===== config.mk =====
export PLATFORM = sky130hd
export DESIGN_NAME = lw_sram_core
export DESIGN_NICKNAME = d
export VERILOG_FILES = /design/src/rtl/lw_sram_pkg.sv /design/src/rtl/lw_cmd_stage.sv /design/src/rtl/lw_pend_buf.sv /design/src/rtl/lw_lane_array.sv /design/src/rtl/lw_out_stage.sv /design/src/rtl/lw_sram_core.sv
export SDC_FILE = /design/constraint.sdc
export NUM_CORES = 2
export LEC_CHECK = 0
export BUFFER_PORTS_ARGS = -buffer_cell sky130_fd_sc_hd__buf_2
export CORE_UTILIZATION = 24
export DETAILED_ROUTE_END_ITERATION = 12
export GPL_ROUTABILITY_DRIVEN = 0
export PLACE_DENSITY_LB_ADDON = 0.2
export SETUP_SLACK_MARGIN = 0.5
export SLEW_MARGIN = 20
export SYNTH_ARGS = -nofsm -noshare
export SYNTH_HDL_FRONTEND = slang
export SYNTH_SLANG_ARGS = --single-unit

===== constraint.sdc =====
create_clock -name clk -period 6.7 [get_ports clk]
set_input_delay 0.335 -clock clk [delete_from_list [all_inputs] [get_ports clk]]
set_output_delay 0.335 -clock clk [all_outputs]
set_load 0.05 [all_outputs]

===== src/rtl/lw_sram_pkg.sv =====
package lw_sram_pkg;
  // command held in the capture stage
  typedef enum logic [1:0] {
    OP_IDLE  = 2'd0,
    OP_READ  = 2'd1,
    OP_WRITE = 2'd2
  } op_e;
endpackage


===== src/rtl/lw_cmd_stage.sv =====
module lw_cmd_stage
  import lw_sram_pkg::*;
#(
  parameter int ADDR_W = 6,
  parameter int LANES  = 4
) (
  input  logic              clk,
  input  logic              rst,
  input  logic              cs_i,
  input  logic              we_i,
  input  logic              sleep_i,
  input  logic [LANES-1:0]  be_i,
  input  logic [ADDR_W-1:0] addr_i,
  output op_e               op_q,
  output logic [ADDR_W-1:0] addr_q,
  output logic [LANES-1:0]  be_q
);
  always_ff @(posedge clk) begin
    if (rst) begin
      op_q   <= OP_IDLE;
      addr_q <= '0;
      be_q   <= '0;
    end else begin
      addr_q <= addr_i;
      be_q   <= be_i;
      if (sleep_i || !cs_i) op_q <= OP_IDLE;
      else if (we_i)        op_q <= OP_WRITE;
      else                  op_q <= OP_READ;
    end
  end
endmodule


===== src/rtl/lw_pend_buf.sv =====
module lw_pend_buf
  import lw_sram_pkg::*;
#(
  parameter int ADDR_W = 6,
  parameter int LANES  = 4,
  parameter int LANE_W = 9
) (
  input  logic                    clk,
  input  logic                    rst,
  input  op_e                     op_q,
  input  logic [ADDR_W-1:0]       addr_q,
  input  logic [LANES-1:0]        be_q,
  input  logic [LANES*LANE_W-1:0] wdata_i,
  output logic                    pend_vld,
  output logic [ADDR_W-1:0]       pend_addr,
  output logic [LANES-1:0]        pend_be,
  output logic [LANES*LANE_W-1:0] pend_data,
  output logic [LANES-1:0]        cm_mask,
  output logic [ADDR_W-1:0]       cm_addr,
  output logic [LANES*LANE_W-1:0] cm_data,
  output logic                    cmq_vld,
  output logic [ADDR_W-1:0]       cmq_addr,
  output logic [LANES-1:0]        cmq_be,
  output logic [LANES*LANE_W-1:0] cmq_data
);
  logic data_edge;
  logic cm_en;

  // the data of a write captured one edge earlier is on wdata_i now
  assign data_edge = (op_q == OP_WRITE);
  // the older pending entry drains into the array as the new one arrives
  assign cm_en   = data_edge && pend_vld;
  assign cm_mask = cm_en ? pend_be : '0;
  assign cm_addr = pend_addr;
  assign cm_data = pend_data;

  always_ff @(posedge clk) begin
    if (rst) begin
      pend_vld  <= 1'b0;
      pend_addr <= '0;
      pend_be   <= '0;
      pend_data <= '0;
    end else if (data_edge) begin
      pend_vld  <= 1'b1;
      pend_addr <= addr_q;
      pend_be   <= be_q;
      pend_data <= wdata_i;
    end
  end

  // snapshot of the entry drained this edge, for a read-first array hit
  always_ff @(posedge clk) begin
    if (rst) begin
      cmq_vld  <= 1'b0;
      cmq_addr <= '0;
      cmq_be   <= '0;
      cmq_data <= '0;
    end else begin
      cmq_vld  <= cm_en;
      cmq_addr <= pend_addr;
      cmq_be   <= pend_be;
      cmq_data <= pend_data;
    end
  end


  late_data_chk: assert property (@(posedge clk) disable iff (rst)
    (op_q == OP_WRITE) |=> (pend_vld && pend_data == $past(wdata_i)));
endmodule


===== src/rtl/lw_lane_array.sv =====
module lw_lane_array #(
  parameter int ADDR_W = 6,
  parameter int LANES  = 4,
  parameter int LANE_W = 9
) (
  input  logic                    clk,
  input  logic                    rd_en,
  input  logic [ADDR_W-1:0]       rd_addr,
  input  logic [LANES-1:0]        wr_mask,
  input  logic [ADDR_W-1:0]       wr_addr,
  input  logic [LANES*LANE_W-1:0] wr_data,
  output logic [LANES*LANE_W-1:0] rd_data
);
  localparam int DEPTH = 1 << ADDR_W;

  for (genvar l = 0; l < LANES; l++) begin : g_lane
    logic [LANE_W-1:0] mem [DEPTH];
    logic [LANE_W-1:0] rd_q;

    // read-first single-clock RAM, one per lane
    always_ff @(posedge clk) begin
      if (wr_mask[l]) mem[wr_addr] <= wr_data[l*LANE_W +: LANE_W];
      if (rd_en)      rd_q <= mem[rd_addr];
    end

    assign rd_data[l*LANE_W +: LANE_W] = rd_q;
  end
endmodule


===== src/rtl/lw_out_stage.sv =====
module lw_out_stage
  import lw_sram_pkg::*;
#(
  parameter int ADDR_W = 6,
  parameter int LANES  = 4,
  parameter int LANE_W = 9
) (
  input  logic                    clk,
  input  logic                    rst,
  input  op_e                     op_q_i,
  input  logic [ADDR_W-1:0]       addr_q_i,
  input  logic [LANES*LANE_W-1:0] raw_i,
  input  logic                    cmq_vld_i,
  input  logic [ADDR_W-1:0]       cmq_addr_i,
  input  logic [LANES-1:0]        cmq_be_i,
  input  logic [LANES*LANE_W-1:0] cmq_data_i,
  input  logic                    pend_vld_i,
  input  logic [ADDR_W-1:0]       pend_addr_i,
  input  logic [LANES-1:0]        pend_be_i,
  input  logic [LANES*LANE_W-1:0] pend_data_i,
  input  logic                    oe_n_i,
  input  logic                    sleep_i,
  output logic [LANES*LANE_W-1:0] dq_o,
  output logic                    dq_oe_o
);
  logic                    cmq_hit, pend_hit;
  logic [LANES*LANE_W-1:0] merged;
  logic [LANES*LANE_W-1:0] out_q;
  logic                    out_vld;
  logic                    drive;

  assign cmq_hit  = cmq_vld_i  && (cmq_addr_i  == addr_q_i);
  assign pend_hit = pend_vld_i && (pend_addr_i == addr_q_i);

  // newest source wins per lane: pending, then drained entry, then array
  for (genvar l = 0; l < LANES; l++) begin : g_merge
    assign merged[l*LANE_W +: LANE_W] =
      (pend_hit && pend_be_i[l]) ? pend_data_i[l*LANE_W +: LANE_W] :
      (cmq_hit  && cmq_be_i[l])  ? cmq_data_i[l*LANE_W +: LANE_W]  :
                                   raw_i[l*LANE_W +: LANE_W];
  end

  always_ff @(posedge clk) begin
    if (rst) begin
      out_vld <= 1'b0;
      out_q   <= '0;
    end else begin
      out_vld <= (op_q_i == OP_READ);
      if (op_q_i == OP_READ) out_q <= merged;
    end
  end

  assign drive   = out_vld && !oe_n_i && !sleep_i;
  assign dq_oe_o = drive;
  assign dq_o    = drive ? out_q : '0;


  fwd_pending_chk: assert property (@(posedge clk) disable iff (rst)
    (op_q_i == OP_READ && pend_vld_i && pend_addr_i == addr_q_i && (&pend_be_i))
    |=> (out_q == $past(pend_data_i)));
endmodule


===== src/rtl/lw_sram_core.sv =====
module lw_sram_core
  import lw_sram_pkg::*;
#(
  parameter int ADDR_W = 6,
  parameter int LANES  = 4,
  parameter int LANE_W = 9
) (
  input  logic                    clk,
  input  logic                    rst,
  input  logic                    cs_i,
  input  logic                    we_i,
  input  logic [LANES-1:0]        be_i,
  input  logic [ADDR_W-1:0]       addr_i,
  input  logic [LANES*LANE_W-1:0] wdata_i,
  input  logic                    oe_n_i,
  input  logic                    sleep_i,
  output logic [LANES*LANE_W-1:0] dq_o,
  output logic                    dq_oe_o
);
  localparam int WORD_W = LANES * LANE_W;

  op_e               op_q;
  logic [ADDR_W-1:0] addr_q;
  logic [LANES-1:0]  be_q;
  logic              rd_now;

  logic              pend_vld, cmq_vld;
  logic [ADDR_W-1:0] pend_addr, cm_addr, cmq_addr;
  logic [LANES-1:0]  pend_be, cm_mask, cmq_be;
  logic [WORD_W-1:0] pend_data, cm_data, cmq_data, raw_data;

  assign rd_now = cs_i && !we_i && !sleep_i;

  lw_cmd_stage #(.ADDR_W(ADDR_W), .LANES(LANES)) u_cmd (
    .clk(clk), .rst(rst), .cs_i(cs_i), .we_i(we_i), .sleep_i(sleep_i),
    .be_i(be_i), .addr_i(addr_i),
    .op_q(op_q), .addr_q(addr_q), .be_q(be_q)
  );

  lw_pend_buf #(.ADDR_W(ADDR_W), .LANES(LANES), .LANE_W(LANE_W)) u_pend (
    .clk(clk), .rst(rst), .op_q(op_q), .addr_q(addr_q), .be_q(be_q),
    .wdata_i(wdata_i),
    .pend_vld(pend_vld), .pend_addr(pend_addr), .pend_be(pend_be),
    .pend_data(pend_data),
    .cm_mask(cm_mask), .cm_addr(cm_addr), .cm_data(cm_data),
    .cmq_vld(cmq_vld), .cmq_addr(cmq_addr), .cmq_be(cmq_be),
    .cmq_data(cmq_data)
  );

  lw_lane_array #(.ADDR_W(ADDR_W), .LANES(LANES), .LANE_W(LANE_W)) u_array (
    .clk(clk), .rd_en(rd_now), .rd_addr(addr_i),
    .wr_mask(cm_mask), .wr_addr(cm_addr), .wr_data(cm_data),
    .rd_data(raw_data)
  );

  lw_out_stage #(.ADDR_W(ADDR_W), .LANES(LANES), .LANE_W(LANE_W)) u_out (
    .clk(clk), .rst(rst), .op_q_i(op_q), .addr_q_i(addr_q), .raw_i(raw_data),
    .cmq_vld_i(cmq_vld), .cmq_addr_i(cmq_addr), .cmq_be_i(cmq_be),
    .cmq_data_i(cmq_data),
    .pend_vld_i(pend_vld), .pend_addr_i(pend_addr), .pend_be_i(pend_be),
    .pend_data_i(pend_data),
    .oe_n_i(oe_n_i), .sleep_i(sleep_i),
    .dq_o(dq_o), .dq_oe_o(dq_oe_o)
  );


  reset_quiet_chk: assert property (@(posedge clk) rst |=> !dq_oe_o);


  read_drive_chk: assert property (@(posedge clk) disable iff (rst)
    (cs_i && !we_i && !sleep_i) |=> ##1 (dq_oe_o || oe_n_i || sleep_i));


  desel_quiet_chk: assert property (@(posedge clk) disable iff (rst)
    !cs_i |=> ##1 !dq_oe_o);


  sleep_quiet_chk: assert property (@(posedge clk) disable iff (rst)
    sleep_i |=> ##1 !dq_oe_o);
endmodule


After elaboration in Yosys (flattened, before gate mapping). Memories as Yosys holds them, arrays and structs flattened. A register that Yosys moved wholly into a read port is not among the register bits. Index checks and enable logic that the tools add are counted. W data, S select, Z words.

Eq/ne operators: 4. Multiplexer cells: 19. Reduce and logical (&&, ||, !) cells: 21.

Operators by type and width (count): $mux W9 (8); $mux W36 (1); $logic_and A1 B1 Y1 (15); $eq A6 B6 Y1 (2); $mux W1 (8); $logic_not A1 Y1 (4); $mux W4 (1); $eq A2 B1 Y1 const B (1); $eq A2 B2 Y1 const B (1); $mux W2 (1); $reduce_or A2 Y1 (1); $logic_or A1 B1 Y1 (1).

Bits in registers: 143. RAM bits: 2304. Input bits: 52. Output and inout port bits: 37. Logic and storage cells: 61. Memories: 4.

Memories: u_array.g_lane[0].mem (words 64, bits a word 9, read ports 1, clocked after memory_dff 1, write ports 1, line lw_lane_array.sv:17) `logic [LANE_W-1:0] mem [DEPTH];`; u_array.g_lane[1].mem (words 64, bits a word 9, read ports 1, clocked after memory_dff 1, write ports 1, line lw_lane_array.sv:17); u_array.g_lane[2].mem (words 64, bits a word 9, read ports 1, clocked after memory_dff 1, write ports 1, line lw_lane_array.sv:17); u_array.g_lane[3].mem (words 64, bits a word 9, read ports 1, clocked after memory_dff 1, write ports 1, line lw_lane_array.sv:17).

Logic depth before layout (Yosys ltp).
Depth after elaboration: 5. Depth in mapped cells: 10. Mapped depth without buffers: 5.

By module. Synthesis repeated with hierarchy kept, for this count alone.

Cells, all modules: 4607. Area, all modules: 96316.1 um2.

By module, submodules not included: lw_lane_array (instances 1, cells an instance 4052, area an instance 90071.4 um2, seq. area each 70267.4 um2); lw_pend_buf (instances 1, cells an instance 299, area an instance 3701.0 um2, seq. area each 1881.8 um2); lw_out_stage (instances 1, cells an instance 230, area an instance 2180.8 um2, seq. area each 740.7 um2); lw_cmd_stage (instances 1, cells an instance 25, area an instance 350.3 um2, seq. area each 240.2 um2); lw_sram_core (instances 1, cells an instance 1, area an instance 12.5 um2, seq. area each 0.0 um2).

Worst setup path after synthesis. OpenSTA, ideal clock, no wires.

Path kind: input to register. Start: input sleep_i. End: register u_array.g_lane[0].rd_q[0] (read register of u_array.g_lane[0].mem), enable pin. Library setup time: 0.429 ns. Arrival time: 2.021 ns. Required time: 6.271 ns. Slack: 4.250 ns. Stages on the path: 2. Buffers on the path: 0. Cell sequence: nand2b_1 nor2_1.

Cells in the longest elaborated chain, start to end: 2.

Ends and longest elaborated chain: start, declared (line lw_sram_core.sv:16) `input logic sleep_i,`; $logic_not A1 Y1 (line lw_sram_core.sv:32) `assign rd_now = cs_i && !we_i && !sleep_i;`; $logic_and A1 B1 Y1 (line lw_sram_core.sv:32); via rd_now (line lw_sram_core.sv:25) `logic rd_now;`; end, declared (line lw_lane_array.sv:18) `logic [LANE_W-1:0] rd_q;`.

The timed path passes the listed nets, and every way through them passes these cells. A chain may end at the register's enable or synchronous reset.

==> flow_results.xml <==
<?xml version="1.0" encoding="UTF-8"?>
<metrics>
  <group name="status">
    <metric name="run_status" unit="">complete, no violations</metric>
  </group>
  <group name="placement">
    <metric name="port_buffers" unit="">88</metric>
    <metric name="dpl_cell_area" unit="mm2">0.1024</metric>
    <metric name="dpl.hpwl" unit="um">199500</metric>
  </group>
  <group name="logic_synthesis">
    <metric name="yosys-top-cells-count" unit="">2340 x sky130_fd_sc_hd__edfxtp_1, 571 x sky130_fd_sc_hd__mux4_2, 290 x sky130_fd_sc_hd__nor2_1</metric>
    <metric name="synthesis.area_per_instance" unit="um2">20.58</metric>
    <metric name="synth_warnings" unit="">0</metric>
    <metric name="yosys.cell_count.top_type" unit="">sky130_fd_sc_hd__edfxtp_1</metric>
    <metric name="synth_area_leaders" unit="">sky130_fd_sc_hd__edfxtp_1 74%, sky130_fd_sc_hd__mux4_2 14%, sky130_fd_sc_hd__dfxtp_1 3.0%, sky130_fd_sc_hd__nor2_1 1.1%, sky130_fd_sc_hd__o22ai_1 0.93%</metric>
    <metric name="synth_flop_cell" unit="">sky130_fd_sc_hd__edfxtp_1</metric>
    <metric name="synth_top_family_by_area" unit="">multiplexers</metric>
    <metric name="synth.area.mux_share" unit="%">14.69</metric>
    <metric name="synth-compound-area-share" unit="%">3.094</metric>
    <metric name="synth_top_area_share" unit="%">74.19</metric>
    <metric name="synth_area" unit="mm2">0.09471</metric>
    <metric name="synth_seq_area_share" unit="%">77.21</metric>
    <metric name="cell_type_with_the_largest_total_area_after_synthesis" unit="">sky130_fd_sc_hd__edfxtp_1</metric>
    <metric name="synthAdderAreaFrac" unit="%">0</metric>
    <metric name="synthXorXnorAreaFrac" unit="%">0.1110</metric>
    <metric name="syn_nets" unit="">4654</metric>
    <metric name="synth-edff-count" unit="">2340</metric>
    <metric name="yosysUniqueCellTypes" unit="">44</metric>
    <metric name="yosys.area_share.simple" unit="%">3.449</metric>
    <metric name="share_of_synthesized_flip_flops_with_an_asynchronous_set_or_reset" unit="%">0</metric>
    <metric name="syn_inst" unit="">4602</metric>
    <metric name="yosys_register_bits" unit="">2483</metric>
  </group>
  <group name="timing">
    <metric name="timing.clock.skew" unit="ns">0.05492</metric>
    <metric name="layout_worst_path_cycle_share" unit="%">56.59</metric>
    <metric name="hold_violations" unit="">0</metric>
    <metric name="period_minus_slack" unit="ns">3.792</metric>
    <metric name="worst-slew-pin-transition" unit="ns">1.159</metric>
    <metric name="finalSetupTns" unit="ns">0</metric>
    <metric name="maxClockFrequency" unit="MHz">263.7</metric>
    <metric name="timing.max_slew.rel_slack" unit="%">22.57</metric>
    <metric name="setup_violations" unit="">0</metric>
    <metric name="grt_setup_unrepaired" unit="">no</metric>
    <metric name="maxSlewViolCount" unit="">0</metric>
  </group>
  <group name="global_route">
    <metric name="global_route.usage.total" unit="%">15.67</metric>
    <metric name="grt_remaining_overflow" unit="">0</metric>
    <metric name="vias_in_the_first_global_route" unit="">48950</metric>
    <metric name="antenna_found_initial" unit="">35</metric>
    <metric name="grt_start_max_net_pins" unit="">104</metric>
    <metric name="global_route_wire_length_before_repair" unit="um">431400</metric>
  </group>
  <group name="setup_path">
    <metric name="nature_of_the_critical_path_endpoint" unit="">flop</metric>
    <metric name="crit_path_arrival_time" unit="ns">4.42</metric>
    <metric name="crit_path_max_fanout" unit="">17</metric>
    <metric name="worst_endpoint_required_time" unit="ns">7.33</metric>
    <metric name="worstSetupStartpoint" unit="">addr_i[5]</metric>
    <metric name="worst-setup-path-type" unit="">primary input to flop</metric>
    <metric name="critPathLaunchType" unit="">primary input</metric>
    <metric name="r2r_start" unit="">u_pend.cm_addr[2]</metric>
  </group>
  <group name="final_layout">
    <metric name="filler_cell_count" unit="">38690</metric>
    <metric name="final_cell_area" unit="mm2">0.1121</metric>
    <metric name="num-nets-final" unit="">5015</metric>
    <metric name="final_layout_size_suffix_gt1_share" unit="%">27.76</metric>
    <metric name="layout-area-overhead-vs-synth" unit="%">18.38</metric>
    <metric name="combined_area_of_the_multi_input_logic_cells" unit="mm2">0.02057</metric>
    <metric name="flip_flop_and_latch_area" unit="mm2">0.07318</metric>
  </group>
  <group name="detailed_routing">
    <metric name="number_of_remaining_drc_errors" unit="">0</metric>
    <metric name="number_of_nets_still_failing_antenna_checks_after_routing" unit="">0</metric>
    <metric name="detail_route.wl_per_cell" unit="um">30.54</metric>
    <metric name="routed_via_density" unit="">4.647</metric>
    <metric name="routed_wl" unit="um">318300</metric>
    <metric name="drt-initial-drc-count" unit="">5176</metric>
    <metric name="route.vias.total" unit="">48430</metric>
    <metric name="first_pass_iters" unit="">8</metric>
  </group>
  <group name="floorplan">
    <metric name="die_width" unit="um">630.2</metric>
    <metric name="fp.coreArea" unit="mm2">0.3925</metric>
    <metric name="std_cell_rows" unit="">230</metric>
    <metric name="dieArea" unit="mm2">0.3971</metric>
    <metric name="floorplan.io_pins" unit="">89</metric>
    <metric name="die_height" unit="um">630.2</metric>
    <metric name="effective_utilization_at_floorplan" unit="%">24.13</metric>
  </group>
  <group name="power">
    <metric name="leak_pwr" unit="uW">0.03476</metric>
    <metric name="irDropWorstVdd" unit="uV">164.5</metric>
    <metric name="power_density" unit="mW/mm2">296.5</metric>
  </group>
  <group name="worst_hold_path">
    <metric name="min-delay-start" unit="">wdata_i[25]</metric>
    <metric name="hold_path.class" unit="">primary input to flop</metric>
  </group>
  <group name="cts">
    <metric name="clk_tree_root_cell" unit="">sky130_fd_sc_hd__clkbuf_16</metric>
    <metric name="cts.sink_count" unit="">2483</metric>
    <metric name="clock_insertion_delay_worst_skew" unit="ns">0.91</metric>
    <metric name="cts_max_level" unit="">5</metric>
    <metric name="clk_pin_slew_worst_paths" unit="ns">0.06</metric>
    <metric name="clock_tree_from_tritoncts" unit="">yes</metric>
    <metric name="cts_inserted_buffers" unit="">282</metric>
    <metric name="max-clock-path-buffers" unit="">4</metric>
  </group>
  <group name="run">
    <metric name="maxCapViolCount" unit="">0</metric>
  </group>
</metrics>
## per-stage QoR
step	total power, uW	utilization, %	setup slack, ns	cells	hold WS [ns]
2_1_floorplan	17960	-	4.250	4602	0.4143
3_3_place_gp	18540	25.97	2.582	9809	0.4522
3_5_place_dp	18550	26.08	2.582	9821	0.4541
4_1_cts	33600	28.53	2.999	10410	0.1979
5_1_grt	34180	28.55	2.797	10410	0.2493
6_report	33240	28.56	2.908	10420	0.2683
## cell families (layout without fill, tap and decap cells)
kind of cell,after synthesis,count (layout)
AND/OR/NAND/NOR,714,714
flip-flops,2483,2483
multiplexers,672,672
buffers and inverters,277,863
AO/OA/AOI/OAI,444,444
other,0,13
XOR/XNOR,12,12
## worst max-delay path, stage by stage
cell	delay, ns
sky130_fd_sc_hd__dlygate4sd3_1	0.52
sky130_fd_sc_hd__buf_2	0.29
sky130_fd_sc_hd__buf_4	0.46
sky130_fd_sc_hd__nor2b_2	0.99
sky130_fd_sc_hd__nand2_1	0.79
sky130_fd_sc_hd__o221ai_1	0.46
sky130_fd_sc_hd__a21oi_1	0.24
sky130_fd_sc_hd__o22a_1	0.28
## per-layer routing
metal	vias up	global-route usage, %	wire length, um
li1	19760	-	-
met1	26620	22.07	142700
met2	1650	24.81	147600
met3	389	2.914	19530
met4	12	4.014	8364
met5	-	0	79
## report_power, final
group / switching (uW) / internal, uW / total (uW)
logic: 862 / 496 / 1360
registers: 26.5 / 16800 / 16900
clock network: 6390 / 8620 / 15000
total: 7280 / 26000 / 33200
## what timing repair did
action	in CTS	in global routing
hold buffers	77	0
resized for setup	0	0
buffers inserted	0	0
hold endpoints to repair	54	0
## path summary, 6_finish.rpt
| check | slack, ns | to | cells past startpoint |
|---|---|---|---|
| max reg2reg | 2.92 | u_array.g_lane[1].mem[4][3] | 3 |
| min reg2reg | 0.47 | u_pend.pend_be[2] | 2 |
| max | 2.91 | u_array.g_lane[2].rd_q[5] | 8 |
| min | 0.27 | u_pend.cm_data[25] | 4 |
## registers in the layout (all words and copies together) (netlist names), 4 cells and up
name                 cells
u_array.g_lane.rd_q     36
u_out.out_q             36
u_pend.cmq_addr          6
u_cmd.addr_q             6
u_array.g_lane.mem    2304
u_pend.pend_be           4
u_pend.cmq_be            4
u_pend.cm_data          36
u_pend.cmq_data         36
u_pend.cm_addr           6
u_cmd.be_q               4
## area by class of cell
type / count / share of cell area (%)
Antenna cell: 13 / 0.02902
Inverter: 6 / 0.02009
Multi-Input combinational cell: 1842 / 18.35
Sequential cell: 2483 / 65.27
Tap cell: 5220 / 5.826
Clock buffer: 370 / 6.841
Clock inverter: 139 / 1.070
Timing Repair Buffer: 348 / 2.596
## cells in the final DEF (no fill, tap or decap), types with 25 or more instances in the layout
| cell type | synthesis | routed |
|---|---|---|
| sky130_fd_sc_hd__nand2_1 | 195 | 193 |
| sky130_fd_sc_hd__nor2b_1 | 77 | 72 |
| sky130_fd_sc_hd__o21ai_0 | 51 | 51 |
| sky130_fd_sc_hd__buf_2 | 47 | 83 |
| sky130_fd_sc_hd__dlygate4sd3_1 | 0 | 77 |
| sky130_fd_sc_hd__o221ai_1 | 56 | 56 |
| sky130_fd_sc_hd__and2_1 | 39 | 39 |
| sky130_fd_sc_hd__nor2_2 | 0 | 107 |
| sky130_fd_sc_hd__buf_4 | 58 | 161 |
| sky130_fd_sc_hd__dfxtp_2 | 0 | 36 |
| sky130_fd_sc_hd__clkinv_1 | 0 | 52 |
| sky130_fd_sc_hd__mux2_2 | 30 | 30 |
| sky130_fd_sc_hd__nor2_1 | 290 | 181 |
| sky130_fd_sc_hd__a21oi_1 | 79 | 78 |
| sky130_fd_sc_hd__clkbuf_1 | 141 | 67 |
| sky130_fd_sc_hd__nand3_1 | 30 | 25 |
| sky130_fd_sc_hd__o22ai_1 | 141 | 141 |
| sky130_fd_sc_hd__edfxtp_1 | 2340 | 2340 |
| sky130_fd_sc_hd__mux4_2 | 571 | 571 |
| sky130_fd_sc_hd__a22oi_1 | 56 | 56 |
| sky130_fd_sc_hd__clkinv_2 | 0 | 45 |
| sky130_fd_sc_hd__dfxtp_1 | 143 | 107 |
| sky130_fd_sc_hd__mux2i_1 | 71 | 71 |
| sky130_fd_sc_hd__clkbuf_16 | 0 | 289 |
Note: power is estimated with default switching activity, not from simulation.
